<file path="src/rtl/slt_pkg.sv">
package slt_pkg;

  typedef enum logic [1:0] {
    ST_IDLE    = 2'd0,
    ST_SEND_LO = 2'd1,
    ST_SEND_HI = 2'd2,
    ST_WAIT    = 2'd3
  } slt_state_e;

  typedef enum logic [1:0] {
    OUT_NONE   = 2'd0,
    OUT_DONE   = 2'd1,
    OUT_RETRY  = 2'd2,
    OUT_REPLAY = 2'd3
  } slt_outcome_e;

endpackage

</file>
<file path="src/rtl/slt_ctrl.sv">
module slt_ctrl
  import slt_pkg::*;
(
  input  logic         clk,
  input  logic         rst,
  input  logic         ld_fire,
  input  logic         ld_split,
  input  logic         lo_ready,
  input  logic         hi_ready,
  input  logic         rsp_valid,
  output slt_state_e   state_o,
  output logic         buf_we,
  output logic         fin_ok,
  output slt_outcome_e outcome_o
);

  slt_state_e   state_q, state_d;
  slt_outcome_e outcome_q, outcome_d;
  logic [1:0]   cnt_q, cnt_d;
  logic         blk_q, blk_d;
  logic         split_q, split_d;

  logic         rsp_take;
  logic         hi_rej;
  logic [1:0]   cnt_dec;
  logic [1:0]   cnt_after;
  logic         blk_after;

  // a response only counts once the low half has been taken by the cache
  assign rsp_take  = rsp_valid && ((state_q == ST_SEND_HI) || (state_q == ST_WAIT));
  assign hi_rej    = (state_q == ST_SEND_HI) && !hi_ready;
  assign cnt_dec   = {1'b0, rsp_take} + {1'b0, hi_rej};
  assign cnt_after = (cnt_q > cnt_dec) ? (cnt_q - cnt_dec) : 2'd0;
  assign blk_after = blk_q || hi_rej;

  assign buf_we = rsp_take && !blk_after;
  assign fin_ok = rsp_take && (cnt_after == 2'd0) && !blk_after;

  always_comb begin
    state_d   = state_q;
    outcome_d = OUT_NONE;
    cnt_d     = cnt_q;
    blk_d     = blk_q;
    split_d   = split_q;
    unique case (state_q)
      ST_IDLE: begin
        if (ld_fire) begin
          state_d = ST_SEND_LO;
          split_d = ld_split;
          cnt_d   = ld_split ? 2'd2 : 2'd1;
          blk_d   = 1'b0;
        end
      end
      ST_SEND_LO: begin
        if (lo_ready) begin
          state_d = split_q ? ST_SEND_HI : ST_WAIT;
        end else begin
          state_d   = ST_IDLE;
          outcome_d = OUT_RETRY;
          cnt_d     = 2'd0;
          blk_d     = 1'b0;
        end
      end
      ST_SEND_HI, ST_WAIT: begin
        cnt_d = cnt_after;
        blk_d = blk_after;
        if (cnt_after == 2'd0) begin
          state_d   = ST_IDLE;
          outcome_d = blk_after ? OUT_REPLAY : OUT_DONE;
        end else begin
          state_d = ST_WAIT;
        end
      end
      default: state_d = ST_IDLE;
    endcase
  end

  always_ff @(posedge clk) begin
    if (rst) begin
      state_q   <= ST_IDLE;
      outcome_q <= OUT_NONE;
      cnt_q     <= 2'd0;
      blk_q     <= 1'b0;
      split_q   <= 1'b0;
    end else begin
      state_q   <= state_d;
      outcome_q <= outcome_d;
      cnt_q     <= cnt_d;
      blk_q     <= blk_d;
      split_q   <= split_d;
    end
  end

  assign state_o   = state_q;
  assign outcome_o = outcome_q;

endmodule

</file>
<file path="src/rtl/slt_byte_merge.sv">
module slt_byte_merge #(
  parameter int BUF_BYTES = 8,
  parameter int SIZE_W    = 4,
  localparam int DW       = 8 * BUF_BYTES
) (
  input  logic              clk,
  input  logic              rst,
  input  logic              clear,
  input  logic              we,
  input  logic              we_hi,
  input  logic [SIZE_W-1:0] lo_size,
  input  logic [SIZE_W-1:0] hi_size,
  input  logic [DW-1:0]     rsp_data,
  input  logic              capture,
  output logic [DW-1:0]     merged
);

  logic [DW-1:0] buf_q;
  logic [DW-1:0] buf_d;
  logic [DW-1:0] hi_placed;
  logic [SIZE_W:0] hi_end;
  logic [DW-1:0] merged_q;

  // high-half bytes shifted up so that byte i sits at lo_size + i
  assign hi_placed = rsp_data << (8 * lo_size);
  assign hi_end    = {1'b0, lo_size} + {1'b0, hi_size};

  for (genvar g = 0; g < BUF_BYTES; g++) begin : g_lane
    localparam logic [SIZE_W:0] LANE = (SIZE_W+1)'(g);
    logic lo_hit;
    logic hi_hit;
    assign lo_hit = !we_hi && (LANE < {1'b0, lo_size});
    assign hi_hit = we_hi && (LANE >= {1'b0, lo_size}) && (LANE < hi_end);
    always_comb begin
      buf_d[8*g +: 8] = buf_q[8*g +: 8];
      if (clear) begin
        buf_d[8*g +: 8] = 8'h00;
      end else if (we && lo_hit) begin
        buf_d[8*g +: 8] = rsp_data[8*g +: 8];
      end else if (we && hi_hit) begin
        buf_d[8*g +: 8] = hi_placed[8*g +: 8];
      end
    end
  end

  always_ff @(posedge clk) begin
    if (rst) begin
      buf_q    <= '0;
      merged_q <= '0;
    end else begin
      buf_q <= buf_d;
      if (capture) begin
        merged_q <= buf_d;
      end
    end
  end

  assign merged = merged_q;

endmodule

</file>
<file path="src/rtl/split_load_tracker.sv">
module split_load_tracker
  import slt_pkg::*;
#(
  parameter int ADDR_W    = 32,
  parameter int BUF_BYTES = 8,
  localparam int SIZE_W   = $clog2(BUF_BYTES + 1),
  localparam int DW       = 8 * BUF_BYTES
) (
  input  logic              clk,
  input  logic              rst,
  input  logic              ld_valid,
  output logic              ld_ready,
  input  logic              ld_split,
  input  logic [ADDR_W-1:0] ld_lo_addr,
  input  logic [ADDR_W-1:0] ld_hi_addr,
  input  logic [SIZE_W-1:0] ld_lo_size,
  input  logic [SIZE_W-1:0] ld_hi_size,
  output logic              lo_req_valid,
  input  logic              lo_req_ready,
  output logic [ADDR_W-1:0] lo_req_addr,
  output logic [SIZE_W-1:0] lo_req_size,
  output logic              hi_req_valid,
  input  logic              hi_req_ready,
  output logic [ADDR_W-1:0] hi_req_addr,
  output logic [SIZE_W-1:0] hi_req_size,
  input  logic              rsp_valid,
  input  logic              rsp_hi,
  input  logic [DW-1:0]     rsp_data,
  output logic              done_valid,
  output logic [DW-1:0]     done_data,
  output logic              retry_valid,
  output logic              replay_valid
);

  slt_state_e   state;
  slt_outcome_e outcome;
  logic         ld_fire;
  logic         buf_we;
  logic         fin_ok;

  logic [ADDR_W-1:0] lo_addr_q, hi_addr_q;
  logic [SIZE_W-1:0] lo_size_q, hi_size_q;

  assign ld_ready = (state == ST_IDLE);
  assign ld_fire  = ld_valid && ld_ready;

  always_ff @(posedge clk) begin
    if (rst) begin
      lo_addr_q <= '0;
      hi_addr_q <= '0;
      lo_size_q <= '0;
      hi_size_q <= '0;
    end else if (ld_fire) begin
      lo_addr_q <= ld_lo_addr;
      hi_addr_q <= ld_hi_addr;
      lo_size_q <= ld_lo_size;
      hi_size_q <= ld_split ? ld_hi_size : '0;
    end
  end

  slt_ctrl u_ctrl (
    .clk       (clk),
    .rst       (rst),
    .ld_fire   (ld_fire),
    .ld_split  (ld_split),
    .lo_ready  (lo_req_ready),
    .hi_ready  (hi_req_ready),
    .rsp_valid (rsp_valid),
    .state_o   (state),
    .buf_we    (buf_we),
    .fin_ok    (fin_ok),
    .outcome_o (outcome)
  );

  slt_byte_merge #(
    .BUF_BYTES (BUF_BYTES),
    .SIZE_W    (SIZE_W)
  ) u_merge (
    .clk      (clk),
    .rst      (rst),
    .clear    (ld_fire),
    .we       (buf_we),
    .we_hi    (rsp_hi),
    .lo_size  (lo_size_q),
    .hi_size  (hi_size_q),
    .rsp_data (rsp_data),
    .capture  (fin_ok),
    .merged   (done_data)
  );

  assign lo_req_valid = (state == ST_SEND_LO);
  assign hi_req_valid = (state == ST_SEND_HI);
  assign lo_req_addr  = lo_addr_q;
  assign lo_req_size  = lo_size_q;
  assign hi_req_addr  = hi_addr_q;
  assign hi_req_size  = hi_size_q;

  assign done_valid   = (outcome == OUT_DONE);
  assign retry_valid  = (outcome == OUT_RETRY);
  assign replay_valid = (outcome == OUT_REPLAY);

endmodule

</file>
<file path="config.mk">
export PLATFORM = sky130hd
export DESIGN_NAME = split_load_tracker
export DESIGN_NICKNAME = d
export VERILOG_FILES = /design/src/rtl/slt_pkg.sv /design/src/rtl/slt_ctrl.sv /design/src/rtl/slt_byte_merge.sv /design/src/rtl/split_load_tracker.sv
export SDC_FILE = /design/constraint.sdc
export NUM_CORES = 1
export LEC_CHECK = 0
export BUFFER_PORTS_ARGS = -buffer_cell sky130_fd_sc_hd__buf_2
export CAP_MARGIN = 10
export CELL_PAD_IN_SITES_DETAIL_PLACEMENT = 0
export CELL_PAD_IN_SITES_GLOBAL_PLACEMENT = 2
export CORE_ASPECT_RATIO = 0.7
export CORE_MARGIN = 1
export CORE_UTILIZATION = 27
export CTS_CLUSTER_DIAMETER = 50
export DETAILED_ROUTE_END_ITERATION = 12
export PLACE_DENSITY = 0.78
export SETUP_SLACK_MARGIN = 0.3
export SLEW_MARGIN = 5
export SYNTH_ARGS = -nofsm -noshare
export SYNTH_HDL_FRONTEND = slang
export SYNTH_SLANG_ARGS = --single-unit
</file>
<file path="constraint.sdc">
create_clock -name clk -period 3.3 [get_ports clk]
set_input_delay 0.66 -clock clk [delete_from_list [all_inputs] [get_ports clk]]
set_output_delay 0.66 -clock clk [all_outputs]
set_load 0.01 [all_outputs]
</file>
# Word-level counts from Yosys, hierarchy flattened
# Index checks and enable logic that the tools add are counted.
# op_classes
shifts	1
order_cmp	25
mux	42
addsub	3
eq_ne	8
n_reduce_logical	56
# ops
operator	count
two-way mux 8 bit	24
<< shifter 64 x 7 -> 64 bit	1
logical AND 1 bit	46
less-than comparator 3 x 5 -> 1 bit (first input constant)	4
two-way mux 2 bit	10
>= comparator 3 x 4 -> 1 bit (first input constant)	4
less-than comparator 3 x 4 -> 1 bit (first input constant)	4
case mux 2 bit (3 select lines)	2
less-than comparator 1 x 5 -> 1 bit (first input constant)	2
less-than comparator 2 x 5 -> 1 bit (first input constant)	2
equality test 2 bit (second input constant)	4
>= comparator 1 x 4 -> 1 bit (first input constant)	2
>= comparator 2 x 4 -> 1 bit (first input constant)	2
less-than comparator 1 x 4 -> 1 bit (first input constant)	2
less-than comparator 2 x 4 -> 1 bit (first input constant)	2
adder 4 x 4 -> 5 bit	1
equality test 2 x 1 -> 1 bit (second input constant)	2
logical NOT 2 bit	2
two-way mux 4 bit	1
case mux 2 bit (2 select lines)	1
AND reduction 2 bit	2
logical NOT 1 bit	3
two-way mux 1 bit	3
case mux 1 bit (3 select lines)	1
other kinds (7)	8
# totals
output_inout_bits	142
ff_bits	208
word_cells	146

# Depth between registers and ports, before layout
# depth
word_depth	9
depth_mapped	14
ltp_nobuf	12

# Modules after synthesis
# A second synthesis with hierarchy kept.
# unflattened
cells_unflattened	1188
area_unflattened_um2	11144.4
# modules_own_cells
module	cells_per_inst	seq_area_each_um2	area_each_um2	instances
slt_byte_merge	813	2562.5	7309.5	1
split_load_tracker	319	1441.4	3343.2	1
slt_ctrl	56	160.2	491.7	1

# Worst setup path after synthesis
# OpenSTA, ideal clock, no wires.
# synth_path
path_type	register to register
start	register u_ctrl.state_q[1], in the netlist u_ctrl.state_o[1]
end	register u_merge.merged_q[40], in the netlist u_merge.merged[40]
setup_ns	0.076
period_less_slack_ns	3.300
setup_slack_ns	0.000
stages_incl_launch_ff	15
arrival_time_ns	3.224
path_cell_list	dfxtp_1 clkbuf_1 nor2b_1 nor2b_1 ha_1 ha_1 inv_1 fa_1 nor2b_1 o21ai_1 nand3_1 clkbuf_1 nor2_1 a22oi_1 o21ai_0
# synth_via
elab_chain_len	9
# synth_lines
element	line_no	text
from (decl)	slt_ctrl.sv:17	slt_state_e state_q, state_d;
from (signal assigned)	slt_ctrl.sv:86	state_q <= state_d;
equality test 2 bit *	-	
via hi_req_valid	split_load_tracker.sv:22	output logic hi_req_valid,
logical OR 1 bit / logical AND 1 bit (equally long branches)	slt_ctrl.sv:30, slt_ctrl.sv:31	
logical AND 1 bit / logical OR 1 bit (equally long branches)	slt_ctrl.sv:30, slt_ctrl.sv:34	
adder 1 x 1 -> 2 bit / logical NOT 1 bit (equally long branches)	slt_ctrl.sv:32, slt_ctrl.sv:36, slt_ctrl.sv:37	
subtractor 2 bit (tied with other cells)	slt_ctrl.sv:33	assign cnt_after = (cnt_q > cnt_dec) ? (cnt_q - cnt_dec) : 2'd0;
two-way mux 2 bit / logical AND 1 bit (equally long branches)	slt_ctrl.sv:33, slt_byte_merge.sv:40	
logical NOT 2 bit / two-way mux 8 bit (equally long branches)	slt_ctrl.sv:37, slt_byte_merge.sv:40	
logical AND 1 bit / two-way mux 8 bit (equally long branches)	slt_ctrl.sv:37, slt_byte_merge.sv:38	
logical AND 1 bit / two-way mux 8 bit (equally long branches)	slt_ctrl.sv:37, slt_byte_merge.sv:36	
to (signal assigned)	slt_byte_merge.sv:53	merged_q <= buf_d;
to (decl)	slt_byte_merge.sv:22	logic [DW-1:0] merged_q;
# The timed path passes the listed nets; every way through them passes the cells marked *.
# A chain may end at the register's enable or synchronous reset.

# Final worst setup path
# layout_path
start	register hi_size_q[0], in the netlist hi_req_size[0]
end	register u_merge.merged_q[28], in the netlist u_merge.merged[28]
# layout_via
elab_chain_len	7
# layout_lines
element	line_no	text
from (decl)	split_load_tracker.sv:42	logic [SIZE_W-1:0] lo_size_q, hi_size_q;
from (signal assigned)	split_load_tracker.sv:57	hi_size_q <= ld_split ? ld_hi_size : '0;
adder 4 x 4 -> 5 bit	slt_byte_merge.sv:26	assign hi_end = {1'b0, lo_size} + {1'b0, hi_size};
less-than comparator 2 x 5 -> 1 bit	slt_byte_merge.sv:33	assign hi_hit = we_hi && (LANE >= {1'b0, lo_size}) && (LANE < hi_end);
logical AND 1 bit	slt_byte_merge.sv:33	
logical AND 1 bit	slt_byte_merge.sv:40	end else if (we && hi_hit) begin
two-way mux 8 bit	slt_byte_merge.sv:40	
two-way mux 8 bit	slt_byte_merge.sv:38	end else if (we && lo_hit) begin
two-way mux 8 bit	slt_byte_merge.sv:36	if (clear) begin
# No other way between the ends.

==> results_dict.tcl <==
set metrics [dict create \
    regToRegSetupSlack_ns 0.40 \
    antenna_found_initial 2 \
    place_area_um2 12100 \
    drv_slew 0 \
    first_global_vias 9829 \
    synth_edf_count 0 \
    start_util_pct 27.7 \
    grtUsageTotal_pct 21.3 \
    fin_crit_sh_pct 87.7 \
    cts_made_buffers 30 \
    clock_sinks 208 \
    cp_data_required_time_ns 3.80 \
    power_density_nw_per_um2 531 \
    tightest_slew_ns 0.966 \
    clock_skew_ns 0.0259 \
    maxCapViolCount 0 \
    die_area_um2 38000 \
    path_depth 8 \
    p_leak_uw 0.00560 \
    max_stage_delay_ns 0.56 \
    synth_top_family_by_area "compound AO/OA/AOI/OAI gates" \
    die_x_um 233 \
    setup.worst_path.start_class "flip-flop" \
    critical_path_class "reg -> reg" \
    synth_adder_area_share_pct 1.27 \
    path_cells "ha_1 > fa_1 > xor2_2 > a2111oi_4 > or3_1 > a211oi_1 > a221oi_1 > o31ai_1" \
    overflow 0 \
    clk_pin_slew_ns 0.06 \
    fin_util_pct 36.6 \
    cts_max_level 1 \
    routabilityCongestion 0.883 \
    r2r_cells 8 \
    yosys_register_bits 208 \
    outcome "complete, no violations" \
    rows 58 \
    hold_viol_final 0 \
    viasPerCell 5.15 \
    clk_latency_ns 0.58 \
    max_freq_mhz 345 \
    ir_drop_v 0.000328 \
    r2r-start "hi_req_size[0]" \
    synth_flop_cell "dfxtp_1" \
    cts_root_buf "clkbuf_16" \
    grt_pass1_wl_um 61200 \
    worst-path-buf-inv 0 \
    relSlewSlack_pct 35.4 \
    finalPower_uw 7050 \
    syn-num-nets 1364 \
    netlist_instances 1211 \
    drc 0 \
    synthSimpleGateAreaFrac_pct 18.3 \
    yosysWarnings 0 \
    cp_top_family "compound AO/OA/AOI/OAI gates" \
    cp_slowest_cell "or3_1" \
    synthDistinctLibCells 58 \
    tns_ns 0 \
    hp-class "in -> reg" \
    hold_ws_ns 0.307 \
    cp-end-kind "flip-flop" \
    r2r-end "u_merge.merged[28]" \
    path_max_fanout 9 \
    min_to "lo_req_addr[30]" \
    dr_total_vias 10237 \
    routed_wl_um 42000 \
    final-setup-viol-count 0 \
    die_h_um 163 \
    min_from "ld_lo_addr[30]" \
    drt_iter0_drc 921 \
    syn-cell-area_um2 10000 \
    first_pass_iters 7 \
    wire_per_inst_um 21.1 \
    rsz0062_at_grt "yes" \
    synth_compound_area_share_pct 24.3 \
    finalNetCount 1638 \
    hpwl_um 30600 \
    fin_crit_ns 2.90 \
    synth-async-reset-ratio_pct 0 \
    n_fill_cell 3893 \
    cts_buffer_depth 3 \
    detail-route-antenna-nets 0 \
    yosysSeqAreaShare_pct 41.4 \
    portBuffers 285 \
    grt_max_degree 74 \
    fin_area_um2 13300 \
    crit_arrival_ns 3.39 \
    cts_tree "built" \
    io_pins 286 \
    syn_area_per_cell_um2 8.30 \
    coreArea_um2 36300 \
    synthMuxAreaShare_pct 10.7 \
    hold_depth 3 \
    area_growth_pct 32.2 \
    layout-drive-gt1-share_pct 29.2 \
    synthXorXnorAreaFrac_pct 0.162 \
]
kinds of logic (layout without fill, tap and decap cells):
kind of cell,Yosys count,count (layout)
adder cells (fa/ha/maj),9,9
AO/OA/AOI/OAI,368,368
multiplexers,105,105
AND/OR/NAND/NOR,425,425
other,0,1
flip-flops,208,208
XOR/XNOR,1,1
buffers and inverters,95,392
worst max path at each step:
stage / slack [ns] / from / endpoint
floorplan: 0.32 / u_ctrl.state_o[1] / u_merge.merged[31]
global placement: 0.03 / rsp_valid / u_merge.merged[40]
detailed placement: -0.02 / rsp_valid / u_merge.merged[46]
CTS: 0.31 / u_ctrl.state_o[1] / u_merge.merged[46]
global route: 0.25 / u_ctrl.state_o[1] / u_merge.merged[32]
finish: 0.40 / hi_req_size[0] / u_merge.merged[28]
Yosys cell counts, types with 15 or more instances:
library cell  instances  area, um2
nor2b_1              16        100
o22ai_1              23        144
mux2i_1              88        881
clkbuf_1             68        255
o21ai_0              78        390
o221ai_1             16        140
mux2_2               17        191
nor2_1               91        342
a21oi_1             102        510
nand3_1              19       95.1
a211oi_1             15        113
o22a_1               24        210
nand2_1             233        875
dfxtp_1             208       4160
power breakdown:
part / total [uW] / internal, uW / switching [uW]
Sequential: 2620 / 2580 / 35.3
Clock: 3280 / 1990 / 1290
Combinational: 1150 / 426 / 725
cells in the final DEF (no fill, tap or decap), drive strengths merged, types with 13 or more instances in the layout:
cell / count
buf: 329
nor2: 91
nand3: 19
nor2b: 16
nor3: 15
dfxtp: 208
a221oi: 16
mux2: 17
o31ai: 13
o22a: 24
a211oi: 18
o22ai: 23
a21oi: 103
o21ai: 84
nand2: 233
mux2i: 88
o221ai: 16
clkbuf: 42
per-layer routing:
layer | share of wire (%) | global-route usage [%] | routed length [um] | vias up
met5 | 0 | 0 | 0 | -
met4 | 1.9 | 4.99 | 817 | 0
met3 | 9.5 | 7.25 | 4000 | 53
met2 | 41 | 30.8 | 17400 | 364
met1 | 47 | 30.1 | 19900 | 4902
li1 | - | - | - | 4918
metrics by stage:
step	worst slack (ns)	std cells
2_1_floorplan	0.320	1211
3_3_place_gp	0.0290	1927
3_5_place_dp	-0.0176	1927
4_1_cts	0.309	1983
5_1_grt	0.253	1989
6_report	0.405	1989
timing repair:
item,CTS,global route
resized for setup,0,30
pin swaps,1,8
hold buffers,0,0
endpoints found under the setup margin,8,44
gates cloned,0,2
setup buffers,1,3
worst min-delay path, stage by stage:
cell	delay [ns]
buf_2	0.09
nand2_1	0.04
a21oi_1	0.05
cell type report:
cell class / count / area [um2] / area share (%)
diodes: 1 / 2.50 / 0.0188
repair buffers: 331 / 1880 / 14.2
flip-flops and latches: 208 / 4170 / 31.4
clock buffers: 40 / 818 / 6.16
clock inverters: 15 / 193 / 1.45
multi-input cells: 908 / 5600 / 42.1
inverters: 6 / 22.5 / 0.170
well taps: 480 / 601 / 4.52
sequential cells by signal (all words and copies together), names as in the netlist:
register and flops:
u_ctrl.blk_q 1, lo_req_size 4, u_merge.merged 64, u_ctrl.outcome_o 2, u_ctrl.state_o 2, u_ctrl.cnt_q 2
lo_req_addr 32, u_merge.buf_q 64, hi_req_addr 32, u_ctrl.split_q 1, hi_req_size 4
Power figures use the tool's default switching activity.
